===== src/rtl/snapcnt_pkg.sv =====
package snapcnt_pkg;
  localparam int ADDR_W = 2;

  typedef enum logic [ADDR_W-1:0] {
    SEL_LO  = 2'd0,
    SEL_HI  = 2'd1,
    SEL_CTL = 2'd2,
    SEL_RSV = 2'd3
  } sel_e;

  localparam int CB_RUN  = 0;
  localparam int CB_IE   = 1;
  localparam int CB_HOLD = 2;
  localparam int CB_FLAG = 7;
endpackage


===== src/rtl/snapcnt_core.sv =====
module snapcnt_core #(
  parameter int DW = 8,
  parameter int NB = 2
) (
  input  logic               clk,
  input  logic               rst,
  input  logic               adv,
  input  logic [NB-1:0]      wr_lane,
  input  logic [DW-1:0]      wdata,
  output logic [NB*DW-1:0]   cnt,
  output logic               wrap
);
  localparam int CW = NB * DW;

  logic [CW-1:0] cnt_q, cnt_d, cnt_inc;
  logic          any_wr;

  assign any_wr  = |wr_lane;
  assign cnt_inc = cnt_q + {{(CW-1){1'b0}}, 1'b1};

  always_comb begin
    cnt_d = (adv && !any_wr) ? cnt_inc : cnt_q;
  end

  logic [CW-1:0] cnt_n;
  genvar g;
  generate
    for (g = 0; g < NB; g++) begin : g_lane
      assign cnt_n[g*DW +: DW] = wr_lane[g] ? wdata : cnt_d[g*DW +: DW];
    end
  endgenerate

  always_ff @(posedge clk) begin
    if (rst) cnt_q <= '0;
    else     cnt_q <= cnt_n;
  end

  assign cnt  = cnt_q;
  assign wrap = adv && !any_wr && (&cnt_q);

  AST_INC_ONE: assert property (@(posedge clk) disable iff (rst)
    (adv && !any_wr) |=> (cnt_q == $past(cnt_q) + 1'b1));
  AST_IDLE_STABLE: assert property (@(posedge clk) disable iff (rst)
    (!adv && !any_wr) |=> $stable(cnt_q));
  AST_WRAP_ZERO: assert property (@(posedge clk) disable iff (rst)
    wrap |=> (cnt_q == '0));
  AST_LANE_LOAD: assert property (@(posedge clk) disable iff (rst)
    wr_lane[0] |=> (cnt_q[DW-1:0] == $past(wdata)));
endmodule


===== src/rtl/snapcnt_shadow.sv =====
module snapcnt_shadow #(
  parameter int DW = 8
) (
  input  logic          clk,
  input  logic          rst,
  input  logic          capture,
  input  logic [DW-1:0] hi_in,
  output logic [DW-1:0] snap
);
  logic [DW-1:0] snap_q;

  always_ff @(posedge clk) begin
    if (rst)          snap_q <= '0;
    else if (capture) snap_q <= hi_in;
  end

  assign snap = snap_q;

  AST_SNAP_TAKE: assert property (@(posedge clk) disable iff (rst)
    capture |=> (snap_q == $past(hi_in)));
  AST_SNAP_KEEP: assert property (@(posedge clk) disable iff (rst)
    !capture |=> $stable(snap_q));
endmodule


===== src/rtl/snapcnt_ctl.sv =====
module snapcnt_ctl
  import snapcnt_pkg::*;
#(
  parameter int DW = 8
) (
  input  logic          clk,
  input  logic          rst,
  input  logic          wr_ctl,
  input  logic [DW-1:0] wdata,
  input  logic          wrap,
  output logic          run,
  output logic          ie,
  output logic          hold,
  output logic          flag,
  output logic          irq
);
  logic run_q, ie_q, hold_q, flag_q, irq_q;
  logic run_n, ie_n, hold_n, flag_n;
  logic sw_clr;

  assign sw_clr = wr_ctl && !wdata[CB_FLAG];

  always_comb begin
    run_n  = wr_ctl ? wdata[CB_RUN]  : run_q;
    ie_n   = wr_ctl ? wdata[CB_IE]   : ie_q;
    hold_n = wr_ctl ? wdata[CB_HOLD] : hold_q;
    flag_n = wrap || (flag_q && !sw_clr);
  end

  always_ff @(posedge clk) begin
    if (rst) begin
      run_q  <= 1'b0;
      ie_q   <= 1'b0;
      hold_q <= 1'b0;
      flag_q <= 1'b0;
      irq_q  <= 1'b0;
    end else begin
      run_q  <= run_n;
      ie_q   <= ie_n;
      hold_q <= hold_n;
      flag_q <= flag_n;
      irq_q  <= flag_n && ie_n;
    end
  end

  assign run  = run_q;
  assign ie   = ie_q;
  assign hold = hold_q;
  assign flag = flag_q;
  assign irq  = irq_q;

  AST_IRQ_GATE: assert property (@(posedge clk) disable iff (rst)
    irq_q |-> (flag_q && ie_q));
  AST_IRQ_RAISE: assert property (@(posedge clk) disable iff (rst)
    (flag_q && ie_q) |-> irq_q);
  AST_SET_WINS: assert property (@(posedge clk) disable iff (rst)
    wrap |=> flag_q);
  AST_FLAG_STICKY: assert property (@(posedge clk) disable iff (rst)
    (flag_q && !wr_ctl) |=> flag_q);
endmodule


===== src/rtl/snapcnt_top.sv =====
module snapcnt_top
  import snapcnt_pkg::*;
#(
  parameter int DW = 8
) (
  input  logic              clk,
  input  logic              rst,
  input  logic              tick,
  input  logic              cpu_idle,
  input  logic [ADDR_W-1:0] bus_addr,
  input  logic              bus_wr,
  input  logic              bus_rd,
  input  logic [DW-1:0]     bus_wdata,
  output logic [DW-1:0]     bus_rdata,
  output logic              irq
);
  localparam int NB = 2;
  localparam int CW = NB * DW;

  logic [CW-1:0] cnt;
  logic [DW-1:0] snap;
  logic          wrap, adv, run, ie, hold, flag;
  logic [NB-1:0] wr_lane;
  logic          wr_ctl, cap;
  logic [DW-1:0] rd_mux, rdata_q, ctl_byte;

  assign wr_lane[0] = bus_wr && (bus_addr == SEL_LO);
  assign wr_lane[1] = bus_wr && (bus_addr == SEL_HI);
  assign wr_ctl     = bus_wr && (bus_addr == SEL_CTL);
  assign cap        = bus_rd && (bus_addr == SEL_LO);
  assign adv        = tick && run && !(hold && cpu_idle);

  snapcnt_core #(.DW(DW), .NB(NB)) u_core (
    .clk(clk), .rst(rst), .adv(adv), .wr_lane(wr_lane),
    .wdata(bus_wdata), .cnt(cnt), .wrap(wrap)
  );

  snapcnt_shadow #(.DW(DW)) u_shadow (
    .clk(clk), .rst(rst), .capture(cap),
    .hi_in(cnt[CW-1 -: DW]), .snap(snap)
  );

  snapcnt_ctl #(.DW(DW)) u_ctl (
    .clk(clk), .rst(rst), .wr_ctl(wr_ctl), .wdata(bus_wdata),
    .wrap(wrap), .run(run), .ie(ie), .hold(hold), .flag(flag), .irq(irq)
  );

  always_comb begin
    ctl_byte          = '0;
    ctl_byte[CB_RUN]  = run;
    ctl_byte[CB_IE]   = ie;
    ctl_byte[CB_HOLD] = hold;
    ctl_byte[CB_FLAG] = flag;
    unique case (bus_addr)
      SEL_LO:  rd_mux = cnt[DW-1:0];
      SEL_HI:  rd_mux = snap;
      SEL_CTL: rd_mux = ctl_byte;
      default: rd_mux = '0;
    endcase
  end

  always_ff @(posedge clk) begin
    if (rst)         rdata_q <= '0;
    else if (bus_rd) rdata_q <= rd_mux;
  end

  assign bus_rdata = rdata_q;

  AST_IDLE_FREEZE: assert property (@(posedge clk) disable iff (rst)
    (cpu_idle && hold && !bus_wr) |=> $stable(cnt));
  AST_READ_QUIET: assert property (@(posedge clk) disable iff (rst)
    (bus_rd && !bus_wr && !tick) |=> $stable(cnt));
  AST_RDATA_HOLD: assert property (@(posedge clk) disable iff (rst)
    !bus_rd |=> $stable(rdata_q));
endmodule


===== config.mk =====
export PLATFORM = sky130hd
export DESIGN_NAME = snapcnt_top
export DESIGN_NICKNAME = d
export VERILOG_FILES = /design/src/rtl/snapcnt_pkg.sv /design/src/rtl/snapcnt_core.sv /design/src/rtl/snapcnt_shadow.sv /design/src/rtl/snapcnt_ctl.sv /design/src/rtl/snapcnt_top.sv
export SDC_FILE = /design/constraint.sdc
export NUM_CORES = 1
export LEC_CHECK = 0
export BUFFER_PORTS_ARGS = -buffer_cell sky130_fd_sc_hd__buf_2
export CORE_UTILIZATION = 39
export CTS_BUF_LIST = sky130_fd_sc_hd__clkbuf_4 sky130_fd_sc_hd__clkbuf_8
export DETAILED_ROUTE_END_ITERATION = 6
export PLACE_DENSITY_LB_ADDON = 0.12
export SYNTH_ARGS = -nofsm -noshare
export SYNTH_HDL_FRONTEND = slang
export SYNTH_SLANG_ARGS = --single-unit

===== constraint.sdc =====
create_clock -name clk -period 1.7 [get_ports clk]
set_input_delay 0.085 -clock clk [delete_from_list [all_inputs] [get_ports clk]]
set_output_delay 0.085 -clock clk [all_outputs]
set_load 0.05 [all_outputs]

==> impl_metrics.json <==
{
  "postCtsResizedCells": 0,
  "outcome": "complete, no violations",
  "clk_latency_ns": 0.29,
  "synth_area_sq_um": 2020,
  "fillCellCount": 490,
  "cts_num_sinks": 37,
  "post-route-worst-setup-slack_ns": 0.0831,
  "synth_enable_flop_cells": 0,
  "syn_inst": 241,
  "drt-total-wl_um": 5330,
  "relSlewSlack_pct": 58.7,
  "clkTransAtPathRegs_ns": 0.08,
  "viasPerCell": 5.47,
  "grt_pass1_vias": 1748,
  "worstPathArrival_ns": 1.86,
  "dpl.hpwl_um": 4110,
  "row_count": 25,
  "min_path_type": "input port to register",
  "num_antenna_cells": 0,
  "nets": 292,
  "synth_seq_cells": 37,
  "p_leak_uw": 0.000877,
  "fmax_ghz": 0.618,
  "cts_setup_buffers": 0,
  "vias": 1877,
  "die_w_um": 74.0,
  "synth.distinct_cells": 54,
  "worstSetupEndpointType": "register",
  "numCtsBuffers": 5,
  "die_h_um": 74.0,
  "wl_per_cell_um": 15.6,
  "maxCapViolations": 0,
  "hold-worst-slack_ns": 0.0704,
  "rsz0062_at_grt": "yes",
  "root_buffer": "clkbuf_8",
  "hold_viol": 0,
  "tightest_slew_ns": 0.620,
  "post-route-period-util_pct": 95.1,
  "io_pins": 25,
  "ant_nets": 0,
  "postCtsHoldBufs": 0,
  "port_buffers": 24,
  "place_congestion": 0.833,
  "coreArea_sq_um": 4850,
  "grt_max_degree": 37,
  "dieArea_sq_um": 5480,
  "antenna_found_initial": 0,
  "vdd_ir_drop_max_mv": 0.360,
  "synthToLayoutAreaGrowth_pct": 18.9,
  "cts-htree-levels": 2,
  "setup_viol": 0,
  "drv_slew": 0,
  "power_density_nw_per_um2": 806,
  "ys.flop_type": "dfxtp_1",
  "clock_skew_ns": 0.00848,
  "critical_path_required_ns": 1.94,
  "drt-initial-drc-count": 108,
  "synth_fp_nets": 258,
  "seq_area_frac_synth_pct": 36.6,
  "syn_avg_cell_area_sq_um": 8.39,
  "firstDrtPassIters": 4,
  "grt_use_total_pct": 21.6,
  "cts_tree": "built",
  "pre_cts_ws_ns": 0.134,
  "rrSetupSlack_ns": 0.08,
  "layout-drive-gt1-share_pct": 21.0,
  "drc": 0,
  "async_reset_ff_share_pct": 0,
  "clockBufferDepth": 2,
  "crit_path_start_kind": "register",
  "fin_crit_ns": 1.62,
  "yosys_warnings": 0,
  "grt_pass1_wl_um": 8810,
  "criticalPathCategory": "register to register",
  "grt_overflow": 0,
  "start_util_pct": 41.7,
  "critPathMaxFanout": 8
}
[cell usage in the layout (no fill, tap or decap), types with 2 or more instances in the layout]
cell | synthesis | routed
a211oi_1 | 4 | 4
a21oi_1 | 14 | 14
a31oi_1 | 7 | 7
a32oi_1 | 2 | 2
and2_1 | 4 | 4
and3_1 | 2 | 2
buf_2 | 4 | 24
buf_4 | 1 | 17
clkbuf_8 | 0 | 6
dfxtp_1 | 37 | 37
inv_1 | 4 | 4
mux2i_1 | 20 | 20
nand2_1 | 19 | 19
nand2b_1 | 3 | 3
nand3_1 | 11 | 11
nand3b_1 | 2 | 2
nand4_1 | 7 | 7
nor2_1 | 32 | 32
nor2b_1 | 4 | 4
nor3_1 | 4 | 4
nor3b_1 | 5 | 5
nor4_1 | 5 | 5
o211ai_1 | 3 | 3
o21a_1 | 2 | 2
o21ai_0 | 2 | 2
o22ai_1 | 4 | 4
o311ai_0 | 2 | 2
o31ai_1 | 2 | 2
xnor2_1 | 3 | 3
[final timing paths]
| check | end | depth (start not counted) | startpoint |
|---|---|---|---|
| setup / recovery | u_core.cnt[13]$_SDFFE_PP0P_ | 4 | u_core.cnt[6]$_SDFFE_PP0P_ |
| hold / removal | u_core.cnt[4]$_SDFFE_PP0P_ | 3 | bus_wdata[4] |
| setup reg to reg | u_core.cnt[13]$_SDFFE_PP0P_ | 4 | u_core.cnt[6]$_SDFFE_PP0P_ |
| hold reg to reg | bus_rdata[1]$_SDFFE_PP0P_ | 2 | bus_rdata[1]$_SDFFE_PP0P_ |
[flip-flops by register name, summed over array words and instances (netlist names)]
signal	flops
u_core.cnt	16
bus_rdata	8
u_shadow.snap	8
u_ctl.flag	1
u_ctl.hold	1
u_ctl.ie	1
u_ctl.irq	1
u_ctl.run	1
[synthesized netlist by cell type (2+ instances only)]
master / n / share of area, %
a211oi_1: 4 / 1.5
a21oi_1: 14 / 3.5
a31oi_1: 7 / 2.2
a32oi_1: 2 / 0.87
and2_1: 4 / 1.2
and3_1: 2 / 0.62
buf_1: 2 / 0.37
buf_2: 4 / 0.99
clkbuf_1: 6 / 1.1
dfxtp_1: 37 / 37
inv_1: 4 / 0.74
mux2i_1: 20 / 9.9
nand2_1: 19 / 3.5
nand2b_1: 3 / 0.93
nand3_1: 11 / 2.7
nand3b_1: 2 / 0.74
nand4_1: 7 / 2.2
nor2_1: 32 / 5.9
nor2b_1: 4 / 1.2
nor3_1: 4 / 0.99
nor3b_1: 5 / 1.9
nor4_1: 5 / 1.5
o211ai_1: 3 / 1.1
o21a_1: 2 / 0.74
o21ai_0: 2 / 0.50
o22ai_1: 4 / 1.2
o311ai_0: 2 / 0.87
o31ai_1: 2 / 0.74
xnor2_1: 3 / 1.3
[per-stage QoR]
step / cell area [sq um] / power [uW] / cells / utilization, % / TNS [ns]
after floorplan: 2020 / 1060 / 241 / - / 0
after global placement: 2280 / 1140 / 335 / 47.1 / 0
after detailed placement: 2280 / 1140 / 335 / 47.1 / 0
after CTS: 2400 / 1950 / 343 / 49.6 / 0
after global routing: 2400 / 2010 / 343 / 49.6 / -0.0206
final: 2400 / 1940 / 343 / 49.6 / 0
[cells by family (layout without fill, tap and decap cells)]
family | Yosys count | after routing | synth area share, %
compound gates | 51 | 51 | 17.5
xor+xnor | 3 | 3 | 1.30
buf+inv | 18 | 53 | 4.15
simple gates | 110 | 110 | 29.4
mux | 21 | 21 | 10.5
fa+ha+maj | 1 | 1 | 0.619
flops | 37 | 37 | 36.6
[report_power, final]
part | leakage, uW | switching, uW | total [uW] | internal, uW
clock | 0.0000619 | 321 | 815 | 494
combinational | 0.000515 | 128 | 212 | 83.4
sequential | 0.000300 | 22.7 | 911 | 889
total | 0.000877 | 472 | 1940 | 1470
[metal layers]
layer,up-vias,track usage (%),share of wire [%]
met3,11,3.93,3.9
met2,40,34.1,46
met5,-,0,0
li1,954,-,-
met4,0,6.62,1.4
met1,872,29.9,49
[cell type report]
type                    count  area, sq um  area share, %
well taps                  67         83.8           3.49
repair buffers             41          248           10.3
clock inverters             1         30.0           1.25
inverters                   4         15.0          0.624
multi-input cells         186         1200           49.8
clock buffers               7         90.1           3.75
flip-flops and latches     37          741           30.8
[critical path: stages, from the launching register on]
cell and delay, ns:
dfxtp_1 0.41, nand3_1 0.28, nor4_1 0.42, mux2_2 0.38, nand2_1 0.06
(Power assumes the default switching activity.)
